**src/rtl/booth_pkg.sv**
```systemverilog
package booth_pkg;

    // Radix-4 digit controls: exactly one of zero/single/double is set,
    // neg only accompanies a nonzero magnitude.
    typedef struct packed {
        logic zero;
        logic single;
        logic double;
        logic neg;
    } digit_ctl_t;

    // Signed value of a recoded digit, used by checks.
    function automatic int digit_value(input digit_ctl_t d);
        int mag;
        mag = d.single ? 1 : (d.double ? 2 : 0);
        return d.neg ? -mag : mag;
    endfunction

endpackage

```
**src/rtl/booth_encoder.sv**
```systemverilog
module booth_encoder
    import booth_pkg::*;
(
    input  logic [2:0]  triple,   // {b(2i+1), b(2i), b(2i-1)}
    output digit_ctl_t  dig
);

    always_comb begin
        dig = '0;
        unique case (triple)
            3'b000, 3'b111: dig.zero   = 1'b1;
            3'b001, 3'b010: dig.single = 1'b1;
            3'b011:         dig.double = 1'b1;
            3'b100: begin
                dig.double = 1'b1;
                dig.neg    = 1'b1;
            end
            3'b101, 3'b110: begin
                dig.single = 1'b1;
                dig.neg    = 1'b1;
            end
            default: dig.zero = 1'b1;
        endcase
    end

    always_comb begin

        ctl_onehot_chk: assert ($onehot({dig.zero, dig.single, dig.double}))
            else $error("R3: digit controls not one-hot");

        neg_nonzero_chk: assert (!(dig.neg && dig.zero))
            else $error("R3: negate with zero digit");

        digit_value_chk: assert (digit_value(dig) ==
                                 -2 * int'(triple[2]) + int'(triple[1]) + int'(triple[0]))
            else $error("R2: digit value mismatch");
    end

endmodule

```
**src/rtl/booth_decoder.sv**
```systemverilog
module booth_decoder
    import booth_pkg::*;
#(
    parameter int OPW = 8
) (
    input  logic [OPW-1:0] mcand,
    input  digit_ctl_t     dig,
    output logic [OPW:0]   pp,       // 9-bit partial product at default width
    output logic           pp_sign   // true sign of the partial product
);

    localparam int PPW = OPW + 1;

    logic [PPW-1:0] mag;
    logic [PPW-1:0] flip;
    logic [PPW:0]   carry;

    always_comb begin
        if (dig.single)      mag = {mcand[OPW-1], mcand};
        else if (dig.double) mag = {mcand, 1'b0};
        else                 mag = '0;
        flip = mag ^ {PPW{dig.neg}};
    end

    assign carry[0] = dig.neg;

    // Half-adder increment ripple completing the two's-complement negation.
    for (genvar k = 0; k < PPW; k++) begin : g_ha
        assign pp[k]      = flip[k] ^ carry[k];
        assign carry[k+1] = flip[k] & carry[k];
    end

    // Sign of the 10-bit negation: inverted extension bit plus final carry.
    assign pp_sign = dig.neg ? (~mag[PPW-1] ^ carry[PPW]) : mag[PPW-1];

    always_comb begin

        zero_pp_chk: assert (!dig.zero || (pp == '0 && !pp_sign))
            else $error("R4: zero digit gave nonzero partial product");

        pp_value_chk: assert (int'($signed({pp_sign, pp})) ==
                              digit_value(dig) * int'($signed(mcand)))
            else $error("R5: partial product value wrong");
    end

endmodule

```
**src/rtl/booth_accum.sv**
```systemverilog
module booth_accum #(
    parameter int OPW = 8
) (
    input  logic [OPW/2-1:0][OPW:0] pp,
    input  logic [OPW/2-1:0]        pp_sign,
    output logic [2*OPW-1:0]        prod
);

    localparam int NDIG = OPW / 2;
    localparam int PPW  = OPW + 1;
    localparam int PW   = 2 * OPW;

    logic [PW-1:0] acc [NDIG+1];

    assign acc[0] = '0;

    for (genvar i = 0; i < NDIG; i++) begin : g_stage
        localparam int SH = 2 * i;
        localparam int AW = PW - SH;
        logic [AW-1:0] ext;
        // Sign-extension unit: widen to the remaining product span.
        assign ext = {{(AW-PPW){pp_sign[i]}}, pp[i]};
        if (i == 0) begin : g_first
            assign acc[i+1] = acc[i] + ext;
        end else begin : g_rest
            // Bits below the weight are final; the adder covers the rest.
            assign acc[i+1] = {acc[i][PW-1:SH] + ext, acc[i][SH-1:0]};
        end
    end

    assign prod = acc[NDIG];

endmodule

```
**src/rtl/booth_mult.sv**
```systemverilog
module booth_mult
    import booth_pkg::*;
#(
    parameter int OPW = 8
) (
    input  logic [OPW-1:0]   mcand,
    input  logic [OPW-1:0]   mplier,
    output logic [2*OPW-1:0] prod
);

    localparam int NDIG = OPW / 2;
    localparam int PW   = 2 * OPW;

    logic [OPW:0]              mplier_x;
    digit_ctl_t                dig [NDIG];
    logic [NDIG-1:0][OPW:0]    pp;
    logic [NDIG-1:0]           pp_sign;

    // Append the implicit zero below bit 0.
    assign mplier_x = {mplier, 1'b0};

    for (genvar i = 0; i < NDIG; i++) begin : g_digit
        booth_encoder i_enc (
            .triple (mplier_x[2*i+2:2*i]),
            .dig    (dig[i])
        );
        booth_decoder #(.OPW(OPW)) i_dec (
            .mcand   (mcand),
            .dig     (dig[i]),
            .pp      (pp[i]),
            .pp_sign (pp_sign[i])
        );
    end

    booth_accum #(.OPW(OPW)) i_accum (
        .pp      (pp),
        .pp_sign (pp_sign),
        .prod    (prod)
    );

    always_comb begin

        product_chk: assert (prod == PW'(longint'($signed(mcand)) * longint'($signed(mplier))))
            else $error("R1: product mismatch");
    end

endmodule

```
**config.mk**
```make
export PLATFORM = sky130hd
export DESIGN_NAME = booth_mult
export DESIGN_NICKNAME = d
export VERILOG_FILES = /design/src/rtl/booth_pkg.sv /design/src/rtl/booth_encoder.sv /design/src/rtl/booth_decoder.sv /design/src/rtl/booth_accum.sv /design/src/rtl/booth_mult.sv
export SDC_FILE = /design/constraint.sdc
export NUM_CORES = 1
export LEC_CHECK = 0
export BUFFER_PORTS_ARGS = -buffer_cell sky130_fd_sc_hd__clkbuf_2
export CAP_MARGIN = 0
export CORE_MARGIN = 5
export CORE_UTILIZATION = 60
export DETAILED_ROUTE_END_ITERATION = 7
export PLACE_DENSITY = 0.82
export SLEW_MARGIN = 10
export SYNTH_ARGS = -nofsm -noshare
export SYNTH_HDL_FRONTEND = slang
export SYNTH_SLANG_ARGS = --single-unit
```
**constraint.sdc**
```tcl
create_clock -name vclk -period 7.55
set_input_delay 0.3775 -clock vclk [all_inputs]
set_output_delay 0.3775 -clock vclk [all_outputs]
set_load 0.005 [all_outputs]
```
==> metrics.json, run 1 <==
{
  "floorplan": {
    "die_w_um": 74.7,
    "core_um2": 4030,
    "ios": 32,
    "rows": 23,
    "die-area_um2": 5580,
    "initial_utilization_pct": 62.3,
    "die_y_um": 74.7
  },
  "sta": {
    "fin_setup_tns_ps": 0,
    "fmaxAchievable_mhz": 159,
    "max_slew_margin_pct": 58.6,
    "layout_min_cycle_time_ps": 6280,
    "tightestPinTransition_ps": 619,
    "setup_ws_post_layout_ps": 1270,
    "min_period_over_period_pct": 83.2,
    "whs_ps": 1220,
    "hold_violation_total_from_the_final_report": 0,
    "slew_violations": 0,
    "report.final.setup_viol": 0,
    "setup_repair_after_global_routing_missed_its_margin": "no"
  },
  "place": {
    "placed_area_um2": 2660,
    "hpwlAfterDp_um": 4520,
    "portBuffers": 32,
    "preCtsSetupSlack_ps": 1270,
    "finalWeightedCongestion": 0.843
  },
  "power": {
    "total_power_uw": 721,
    "max-vdd-ir-drop_mv": 0.354,
    "power_density_nw_per_um2": 271,
    "power.static_leakage_uw": 0.00137
  },
  "setup_path": {
    "cpPeakStageDelay_ps": 300,
    "maximum_fanout_along_the_worst_path": 15,
    "crit_slowest_cell": "clkbuf_2",
    "critPathArrivalTime_ps": 5910,
    "worst-setup-path-type": "input pin to primary output",
    "crit_required_ps": 7170,
    "worstSetupEndpointType": "primary output",
    "timing.critical_path.from_type": "input pin",
    "crit_top_cell": "ha_1"
  },
  "clocking": {
    "cts_hold_repair.buffers": 0,
    "cts-resized-gates": 0,
    "post_cts_buffers": 0
  },
  "synthesis": {
    "ys.warnings.count": 0,
    "synth_area_leader_cell": "ha_1",
    "synthesized_net_count": 406,
    "synth_largest_type_area_fraction_pct": 28.4,
    "synth_area_um2": 2510,
    "synth_cells": 330,
    "seq_area_frac_synth_pct": 0,
    "mean_cell_area_of_the_mapped_netlist_um2": 7.61,
    "leading_cell_types_by_total_area_after_synthesis": "ha_1 (28%), xor2_1 (14%), xnor2_1 (7.0%), o21ai_0 (6.8%), a22oi_1 (5.7%)",
    "yosysUniqueCellTypes": 42
  },
  "layout": {
    "drive_gt1_share_pct": 13.6,
    "final_net_count": 423,
    "insertedDiodeCount": 0,
    "final_common_cell": "ha_1",
    "num-clock-buffers": 0,
    "most-common-layout-cells": "ha_1 (57), xor2_1 (40), o21ai_0 (34)",
    "register_area_um2": 0,
    "area_delta_synth_final_pct": 5.88,
    "flops_and_latches": 0,
    "final_area_um2": 2660,
    "multi_input_comb_area_um2": 2370,
    "num-fill-cells": 381
  },
  "run_status": {
    "status": "complete, no violations"
  },
  "drt": {
    "first_iter_violations": 168,
    "routed_via_density": 5.93,
    "drt_drc_violations_left": 0,
    "wl_per_cell_um": 13.7,
    "firstDrtPassIters": 5,
    "wirelength_um": 5400,
    "ant_nets": 0,
    "via_count": 2342
  },
  "hold_path": {
    "hold_path.startpoint": "mplier[0]",
    "min_delay_path_class": "input pin to primary output",
    "worst_hold_path.endpoint": "prod[0]",
    "min_delay_path_depth": 3
  },
  "global_route": {
    "grt_max_degree": 19,
    "first_pass_grt_wire_length_um": 8900,
    "number_of_antenna_violations_at_the_first_check_in_global_routing": 0,
    "grt_pass1_vias": 1963,
    "globalRouteTotalUtil_pct": 19.2,
    "grt-ovfl-total": 0
  },
  "run": {
    "max_cap_violations": 0
  }
}
## logic make-up after synthesis
logic type / count (synthesis) / synth area share, %
buffers and inverters: 35 / 5.68
adder cells (fa/ha/maj): 60 / 30.8
XOR/XNOR: 60 / 20.9
AND/OR/NAND/NOR: 70 / 12.4
AO/OA/AOI/OAI: 105 / 30.2
## synthesized netlist by cell type, drive strengths merged, types with 6 or more instances
library cell / n
ha: 57
o21a: 6
a22oi: 20
o21ai: 37
clkbuf: 10
inv: 18
buf: 7
nor2: 22
nand2: 30
a21oi: 18
xor2: 40
xnor2: 20
## per-layer routing
layer	vias up	GRT usage [%]	wire length [µm]
li1	1213	-	-
met1	1057	30.0	2750
met3	0	0.134	332
met4	0	0.988	0
met2	72	30.9	2320
met5	-	0	0
## through the flow
stage,utilization (%),instances
after floorplan,-,330
after global placement,66.0,395
after detailed placement,66.0,395
after CTS,66.0,395
after global routing,66.0,395
final,66.0,395
## area by class of cell
type	count	area share [%]
Timing Repair Buffer	32	6.03
Multi-Input combinational cell	295	89.1
Inverter	18	2.54
Tap cell	50	2.35
## report_power, final
part           total, µW  internal, µW  switching (µW)
combinational        721           342             378
clock                  0             0               0
sequential             0             0               0
## worst max-delay path: cells and delay by family
kind | cells | cell delay, ps
compound gates | 10 | 1810
xor+xnor | 5 | 930
fa+ha+maj | 10 | 2250
buf+inv | 2 | 430
simple gates | 2 | 130
## how the worst max path moves through the flow
| stage | startpoint | end | slack, ps | cells after the start |
|---|---|---|---|---|
| 6_report | mplier[1] | prod[15] | 1270 | 29 |
| 2_1_floorplan | mplier[3] | prod[15] | 1820 | 29 |
| 3_5_place_dp | mplier[1] | prod[15] | 1270 | 29 |
| 4_1_cts | mplier[1] | prod[15] | 1250 | 29 |
| 3_3_place_gp | mplier[1] | prod[15] | 1380 | 29 |
| 5_1_grt | mplier[1] | prod[15] | 890 | 29 |
No activity file was read; power rests on OpenSTA's default activity.
==> inputs of run 2 (changes only) <==
--- a/config.mk
+++ b/config.mk
@@ -8,9 +8,9 @@
 export BUFFER_PORTS_ARGS = -buffer_cell sky130_fd_sc_hd__clkbuf_2
 export CAP_MARGIN = 0
 export CORE_MARGIN = 5
-export CORE_UTILIZATION = 60
+export CORE_UTILIZATION = 56
 export DETAILED_ROUTE_END_ITERATION = 7
-export PLACE_DENSITY = 0.82
+export PLACE_DENSITY = 0.81
 export SLEW_MARGIN = 10
 export SYNTH_ARGS = -nofsm -noshare
 export SYNTH_HDL_FRONTEND = slang
==> constraint.sdc (replaced) <==
create_clock -name vclk -period 5.65
set_input_delay 0.2825 -clock vclk [all_inputs]
set_output_delay 0.2825 -clock vclk [all_outputs]
set_load 0.005 [all_outputs]
==> run 2 against run 1 <==
  * First-iteration DRC count is 70% higher
  * Setup slack got worse by 1200 ps
  * Combinational power rose by 58%
  * Sequential share of layout area unchanged
  * Power rose by 58%
  * Global-route usage increased by 0.23 points
==> metrics.json, run 2 (synthesis results as in run 1) <==
{
  "global_route": {
    "grt_pass1_vias": {"value": 2173, "change": "+11%"},
    "number_of_antenna_violations_at_the_first_check_in_global_routing": {"value": 0, "change": "unchanged"},
    "grt-ovfl-total": {"value": 0, "change": "unchanged"},
    "grt_max_degree": {"value": 19, "change": "unchanged"},
    "globalRouteTotalUtil": {"value": 19.4, "unit": "%", "change": "+0.23 points"},
    "first_pass_grt_wire_length": {"value": 10100, "unit": "µm", "change": "+13%"}
  },
  "layout": {
    "final_common_cell": "xor2_1",
    "num-clock-buffers": {"value": 0, "change": "unchanged"},
    "final_net_count": {"value": 455, "change": "+7.6%"},
    "area_delta_synth_final_pct": 28.7,
    "most-common-layout-cells": "xor2_1 (39), ha_1 (38), buf_4 (31)",
    "insertedDiodeCount": {"value": 0, "change": "unchanged"},
    "fin_util": {"value": 74.2, "unit": "%", "change": "+8.2 points"},
    "layoutNonFillerInstCount": {"value": 429, "change": "+8.6%"},
    "final_area": {"value": 3230, "unit": "µm²", "change": "+22%"},
    "drive_gt1_share": {"value": 31.6, "unit": "%", "change": "+18 points"},
    "flops_and_latches": {"value": 0, "change": "unchanged"},
    "register_area": {"value": 0, "unit": "µm²", "change": "unchanged"}
  },
  "sta": {
    "slew_violations": {"value": 0, "change": "unchanged"},
    "max_slew_margin": {"value": 63.2, "unit": "%", "change": "+4.6 points"},
    "layout_min_cycle_time_ps": 5560,
    "fmaxAchievable_mhz": 180,
    "min_period_over_period_pct": 98.4,
    "report.final.setup_viol": {"value": 0, "change": "unchanged"},
    "setup_ws_post_layout": {"value": 89.8, "unit": "ps", "change": "-1180 ps"},
    "tightestPinTransition": {"value": 551, "unit": "ps", "change": "-68.4 ps"},
    "hold_violation_total_from_the_final_report": {"value": 0, "change": "unchanged"}
  },
  "power": {
    "power.share.switching": {"value": 50.9, "unit": "%", "change": "-1.7 points"},
    "pwr-share-clk": {"value": 0, "unit": "%", "change": "unchanged"},
    "p_comb_share": {"value": 100.0, "unit": "%", "change": "about the same"},
    "power_density": {"value": 352, "unit": "nW/µm²", "change": "+30%"},
    "netSwitchingPower": {"value": 578, "unit": "µW", "change": "+53%"},
    "max-vdd-ir-drop": {"value": 0.509, "unit": "mV", "change": "+43%"},
    "sequential_share_of_power": {"value": 0, "unit": "%", "change": "unchanged"},
    "power.internal": {"value": 559, "unit": "µW", "change": "+63%"},
    "power.static_leakage": {"value": 0.00152, "unit": "µW", "change": "+11%"}
  },
  "drt": {
    "drt_drc_violations_left": {"value": 0, "change": "unchanged"},
    "wl_per_cell": {"value": 17.3, "unit": "µm", "change": "+26%"},
    "via_count": {"value": 2631, "change": "+12%"},
    "ant_nets": {"value": 0, "change": "unchanged"},
    "wirelength": {"value": 7400, "unit": "µm", "change": "+37%"},
    "first_iter_violations": {"value": 285, "change": "+70%"},
    "firstDrtPassIters": {"value": 5, "change": "unchanged"},
    "routed_via_density": {"value": 6.13, "change": "+3.4%"}
  },
  "floorplan": {
    "initial_utilization": {"value": 57.6, "unit": "%", "change": "-4.7 points"},
    "die_w": {"value": 76.9, "unit": "µm", "change": "+3.0%"},
    "core": {"value": 4350, "unit": "µm²", "change": "+8.1%"},
    "die_y": {"value": 76.9, "unit": "µm", "change": "+3.0%"},
    "rows": {"value": 24, "change": "+4.3%"},
    "die-area": {"value": 5920, "unit": "µm²", "change": "+6.2%"},
    "ios": {"value": 32, "change": "unchanged"}
  },
  "setup_path": {
    "worst-setup-path-type": "input pin to primary output",
    "cpPeakStageDelay": {"value": 320, "unit": "ps", "change": "+20 ps"},
    "maximum_fanout_along_the_worst_path": {"value": 7, "change": "-8"},
    "worstSetupEndpointType": "primary output",
    "crit_slowest_cell": "o21ai_1",
    "critPathArrivalTime": {"value": 5280, "unit": "ps", "change": "-630 ps"},
    "timing.critical_path.from_type": "input pin",
    "crit_top_cell": "ha_4",
    "crit_required": {"value": 5370, "unit": "ps", "change": "-1800 ps"}
  },
  "place": {
    "placed_cells_incl_taps": {"value": 423, "change": "+7.1%"},
    "finalWeightedCongestion": {"value": 0.852, "change": "+1.1%"},
    "hpwlAfterDp": {"value": 4840, "unit": "µm", "change": "+7.0%"},
    "preCtsSetupSlack": {"value": -201, "unit": "ps", "change": "-1470 ps"},
    "placed_area": {"value": 2860, "unit": "µm²", "change": "+7.4%"},
    "portBuffers": {"value": 32, "change": "unchanged"}
  },
  "hold_path": {
    "min_delay_path_class": "input pin to primary output",
    "hold_path.startpoint": "mplier[0]",
    "worst_hold_path.endpoint": "prod[0]",
    "min_delay_path_depth": {"value": 3, "change": "unchanged"}
  },
  "run_status": {
    "status": "complete, no violations"
  },
  "run": {
    "max_cap_violations": {"value": 0, "change": "unchanged"}
  }
}
run 2: changes by cell type in the layout (fill, tap and decap cells not counted), sizes merged:
cell,before,now
buf,0,37
clkbuf,32,27
run 2: worst max-delay path by stage:
stage                         start  endpoint  depth (start not counted)
after detailed placement  mplier[1]  prod[15]                         29
final                     mplier[1]  prod[15]                         28
after CTS                  mcand[1]  prod[15]                         29
after global routing       mcand[1]  prod[15]                         28
after global placement    mplier[1]  prod[15]                         29
after floorplan           mplier[3]  prod[15]                         29
run 2: critical path: cells and delay by family:
| kind | cells | cell delay (ps) |
|---|---|---|
| AOI/OAI and AO/OA | 6 | 1240 |
| and+or+nand+nor | 6 | 810 |
| buffers and inverters | 5 | 710 |
| xor gates and xnor gates | 3 | 460 |
| adders and majority gates | 8 | 1740 |
run 2: area by class of cell:
type | instances | area [µm²]
inverters | 18 | 67.6
well taps | 52 | 65.1
fillers | 285 | 1120
repair buffers | 64 | 425
multi-input cells | 295 | 2670
run 2: through the flow:
step                      power [µW]  TNS, ps  hold slack (ps)
after floorplan                  715        0              692
after global placement          1000    -30.1              919
after detailed placement        1030     -201              930
after CTS                       1060        0              931
after global routing            1270     -202              962
final                           1140        0              932
run 2: what timing repair did:
action / CTS / global route
resized for setup: 11 / 66
buffers inserted: 1 / 5
hold endpoints to repair: 0 / 0
setup endpoints to repair: 1 / 3
pin swaps: 7 / 25
hold buffers: 0 / 0
run 2: layer usage:
layer / vias up / global-route usage, % / share of wire (%)
li1: 1271 / - / -
met1: 1207 / 28.5 / 42
met2: 133 / 32.5 / 47
met3: 20 / 1.41 / 7.4
met4: 0 / 0.524 / 2.9
met5: - / 0 / 0
run 2: power groups by stage:
stage / clock network [µW] / registers [µW] / logic, µW
finish: 0 / 0 / 1140
global route: 0 / 0 / 1270
CTS: 0 / 0 / 1060
detailed placement: 0 / 0 / 1030
global placement: 0 / 0 / 1000
floorplan: 0 / 0 / 715
==> inputs of run 3 (changes only) <==
--- a/config.mk
+++ b/config.mk
@@ -10,7 +10,7 @@
 export CORE_MARGIN = 5
 export CORE_UTILIZATION = 56
 export DETAILED_ROUTE_END_ITERATION = 7
-export PLACE_DENSITY = 0.81
+export PLACE_DENSITY = 0.79
 export SLEW_MARGIN = 10
 export SYNTH_ARGS = -nofsm -noshare
 export SYNTH_HDL_FRONTEND = slang
==> run 3 against run 2 <==
  * Non-clock buffer count grew 8
  * Via count grew 0.53%
  * Critical path type unchanged
  * Worst hold slack lost 4.6 ps
  * Die area is the same
  * Power grew 0.71%
  * Utilization grew 0.63 points
  * Critical path depth grew 1
  * Setup slack lost 42 ps
  * Highest routed layer unchanged
  * Final cell count grew 1.9%
  * Clock-buffer cell count is the same
  * Combinational power is essentially flat
  * Sequential cell count is the same
==> metrics.json, run 3 (synthesis results as in run 1) <==
{
  "run_status": {
    "status": "complete, no violations"
  },
  "global_route": {
    "globalRouteTotalUtil": {"value": 19.1, "unit": "%", "change": "-0.34 points"},
    "number_of_antenna_violations_at_the_first_check_in_global_routing": {"value": 0, "change": "unchanged"},
    "grt_pass1_vias": {"value": 2308, "change": "+6.2%"},
    "first_pass_grt_wire_length": {"value": 10100, "unit": "µm", "change": "-0.20%"},
    "grt_max_degree": {"value": 19, "change": "unchanged"},
    "grt-ovfl-total": {"value": 0, "change": "unchanged"}
  },
  "power": {
    "p_comb_share": {"value": 100.0, "unit": "%", "change": "about the same"},
    "power_density": {"value": 352, "unit": "nW/µm²", "change": "-0.14%"},
    "pwr-share-clk": {"value": 0, "unit": "%", "change": "unchanged"},
    "netSwitchingPower": {"value": 581, "unit": "µW", "change": "+0.52%"},
    "power.static_leakage": {"value": 0.00156, "unit": "µW", "change": "+2.5%"},
    "power.internal": {"value": 564, "unit": "µW", "change": "+0.91%"},
    "max-vdd-ir-drop": {"value": 0.518, "unit": "mV", "change": "+1.9%"},
    "power.share.switching": {"value": 50.8, "unit": "%", "change": "-0.097 points"},
    "total_power": {"value": 1150, "unit": "µW", "change": "+0.71%"},
    "sequential_share_of_power": {"value": 0, "unit": "%", "change": "unchanged"}
  },
  "setup_path": {
    "cpPeakStageDelay": {"value": 330, "unit": "ps", "change": "about the same"},
    "crit_required": {"value": 5370, "unit": "ps", "change": "about the same"},
    "worst-setup-path-type": "input pin to primary output",
    "setup.worst_path.start": "mplier[1]",
    "worstSetupEndpointType": "primary output",
    "crit_top_cell": "ha_4",
    "crit_slowest_cell": "ha_1",
    "critPathArrivalTime": {"value": 5320, "unit": "ps", "change": "+40 ps"},
    "maximum_fanout_along_the_worst_path": {"value": 7, "change": "unchanged"},
    "timing.critical_path.from_type": "input pin",
    "worstPathBufferInverterCount": {"value": 5, "change": "unchanged"},
    "timing.critical_path.max_delay_family": "adder cells"
  },
  "layout": {
    "drive_gt1_share": {"value": 32.2, "unit": "%", "change": "+0.64 points"},
    "area_delta_synth_final_pct": 29.8,
    "multi_input_comb_area": {"value": 2640, "unit": "µm²", "change": "-1.3%"},
    "flops_and_latches": {"value": 0, "change": "unchanged"},
    "num-fill-cells": {"value": 285, "change": "unchanged"},
    "register_area": {"value": 0, "unit": "µm²", "change": "unchanged"},
    "insertedDiodeCount": {"value": 0, "change": "unchanged"},
    "final_net_count": {"value": 463, "change": "+1.8%"},
    "num-clock-buffers": {"value": 0, "change": "unchanged"},
    "layoutNonFillerInstCount": {"value": 437, "change": "+1.9%"},
    "fin_util": {"value": 74.8, "unit": "%", "change": "+0.63 points"},
    "most-common-layout-cells": "ha_1 (39), buf_4 (39), xor2_1 (38)"
  },
  "sta": {
    "fmaxAchievable": {"value": 178, "unit": "MHz", "change": "-0.75%"},
    "whs": {"value": 927, "unit": "ps", "change": "-4.58 ps"},
    "slew_violations": {"value": 0, "change": "unchanged"},
    "report.final.setup_viol": {"value": 0, "change": "unchanged"},
    "min_period_over_period": {"value": 99.2, "unit": "%", "change": "+0.75 points"},
    "max_slew_margin": {"value": 60.6, "unit": "%", "change": "-2.6 points"},
    "hold_violation_total_from_the_final_report": {"value": 0, "change": "unchanged"},
    "tightestPinTransition": {"value": 585, "unit": "ps", "change": "+34.2 ps"},
    "layout_min_cycle_time": {"value": 5600, "unit": "ps", "change": "+42.2 ps"},
    "fin_setup_tns": {"value": 0, "unit": "ps", "change": "unchanged"}
  },
  "drt": {
    "first_iter_violations": {"value": 227, "change": "-20%"},
    "wl_per_cell": {"value": 16.7, "unit": "µm", "change": "-3.4%"},
    "routed_via_density": {"value": 6.05, "change": "-1.3%"},
    "wirelength": {"value": 7280, "unit": "µm", "change": "-1.6%"},
    "ant_nets": {"value": 0, "change": "unchanged"},
    "via_count": {"value": 2645, "change": "+0.53%"},
    "drt_drc_violations_left": {"value": 0, "change": "unchanged"},
    "firstDrtPassIters": {"value": 6, "change": "+1"}
  },
  "floorplan": {
    "ios": {"value": 32, "change": "unchanged"},
    "initial_utilization": {"value": 57.6, "unit": "%", "change": "unchanged"},
    "die-area": {"value": 5920, "unit": "µm²", "change": "unchanged"},
    "rows": {"value": 24, "change": "unchanged"},
    "core": {"value": 4350, "unit": "µm²", "change": "unchanged"},
    "die_w": {"value": 76.9, "unit": "µm", "change": "unchanged"},
    "die_y": {"value": 76.9, "unit": "µm", "change": "unchanged"}
  },
  "place": {
    "finalWeightedCongestion": {"value": 0.857, "change": "+0.59%"},
    "placed_cells_incl_taps": {"value": 428, "change": "+1.2%"},
    "hpwlAfterDp": {"value": 4890, "unit": "µm", "change": "+0.88%"},
    "portBuffers": {"value": 32, "change": "unchanged"}
  },
  "run": {
    "max_cap_violations": {"value": 0, "change": "unchanged"}
  },
  "clocking": {
    "cts_hold_repair.buffers": {"value": 0, "change": "unchanged"}
  },
  "hold_path": {
    "hold_path.startpoint": "mplier[0]",
    "min_delay_path_class": "input pin to primary output"
  }
}
==> run 3: tightest hold or removal path, stage by stage <==
cell      delay (ps)
clkbuf_2         110
and2_1           140
clkbuf_2         110
==> run 3: layer usage <==
| layer | share of wire (%) | global-route usage (%) | vias up | wire (µm) |
|---|---|---|---|---|
| met5 | 0 | 0 | - | 0 |
| met4 | 2.4 | 1.05 | 0 | 175 |
| met3 | 6.2 | 1.29 | 22 | 455 |
| met2 | 49 | 32.7 | 129 | 3550 |
| met1 | 43 | 27.2 | 1211 | 3100 |
| li1 | - | - | 1283 | - |
==> run 3: timing repair <==
item	in CTS	in global routing
resized for setup	11	57
pin swaps	4	23
cloned	0	0
setup endpoints to repair	1	3
setup buffers	0	9
==> run 3: power groups by stage <==
| stage | Clock [µW] | Combinational [µW] | Sequential, µW |
|---|---|---|---|
| 3_3_place_gp | 0 | 1010 | 0 |
| 2_1_floorplan | 0 | 715 | 0 |
| 5_1_grt | 0 | 1270 | 0 |
| 6_report | 0 | 1150 | 0 |
| 4_1_cts | 0 | 1070 | 0 |
| 3_5_place_dp | 0 | 1040 | 0 |
==> run 3: worst paths after layout <==
path                  cells after the start  slack, ps       end
worst min-delay path                      3        930   prod[0]
worst max-delay path                     29         50  prod[15]
==> run 3: through the flow <==
stage                     instance area, µm²  setup slack [ps]
after detailed placement                2890              -213
final                                   3260              47.6
after global routing                    3260              -179
after global placement                  2890             -93.2
after floorplan                         2510               106
after CTS                               2940              7.27
==> run 3: layout make-up <==
cell class	count	area share (%)
multi-input combinational	295	81.0
timing repair buffer	72	14.9
inverter	18	2.07
tap	52	2.00
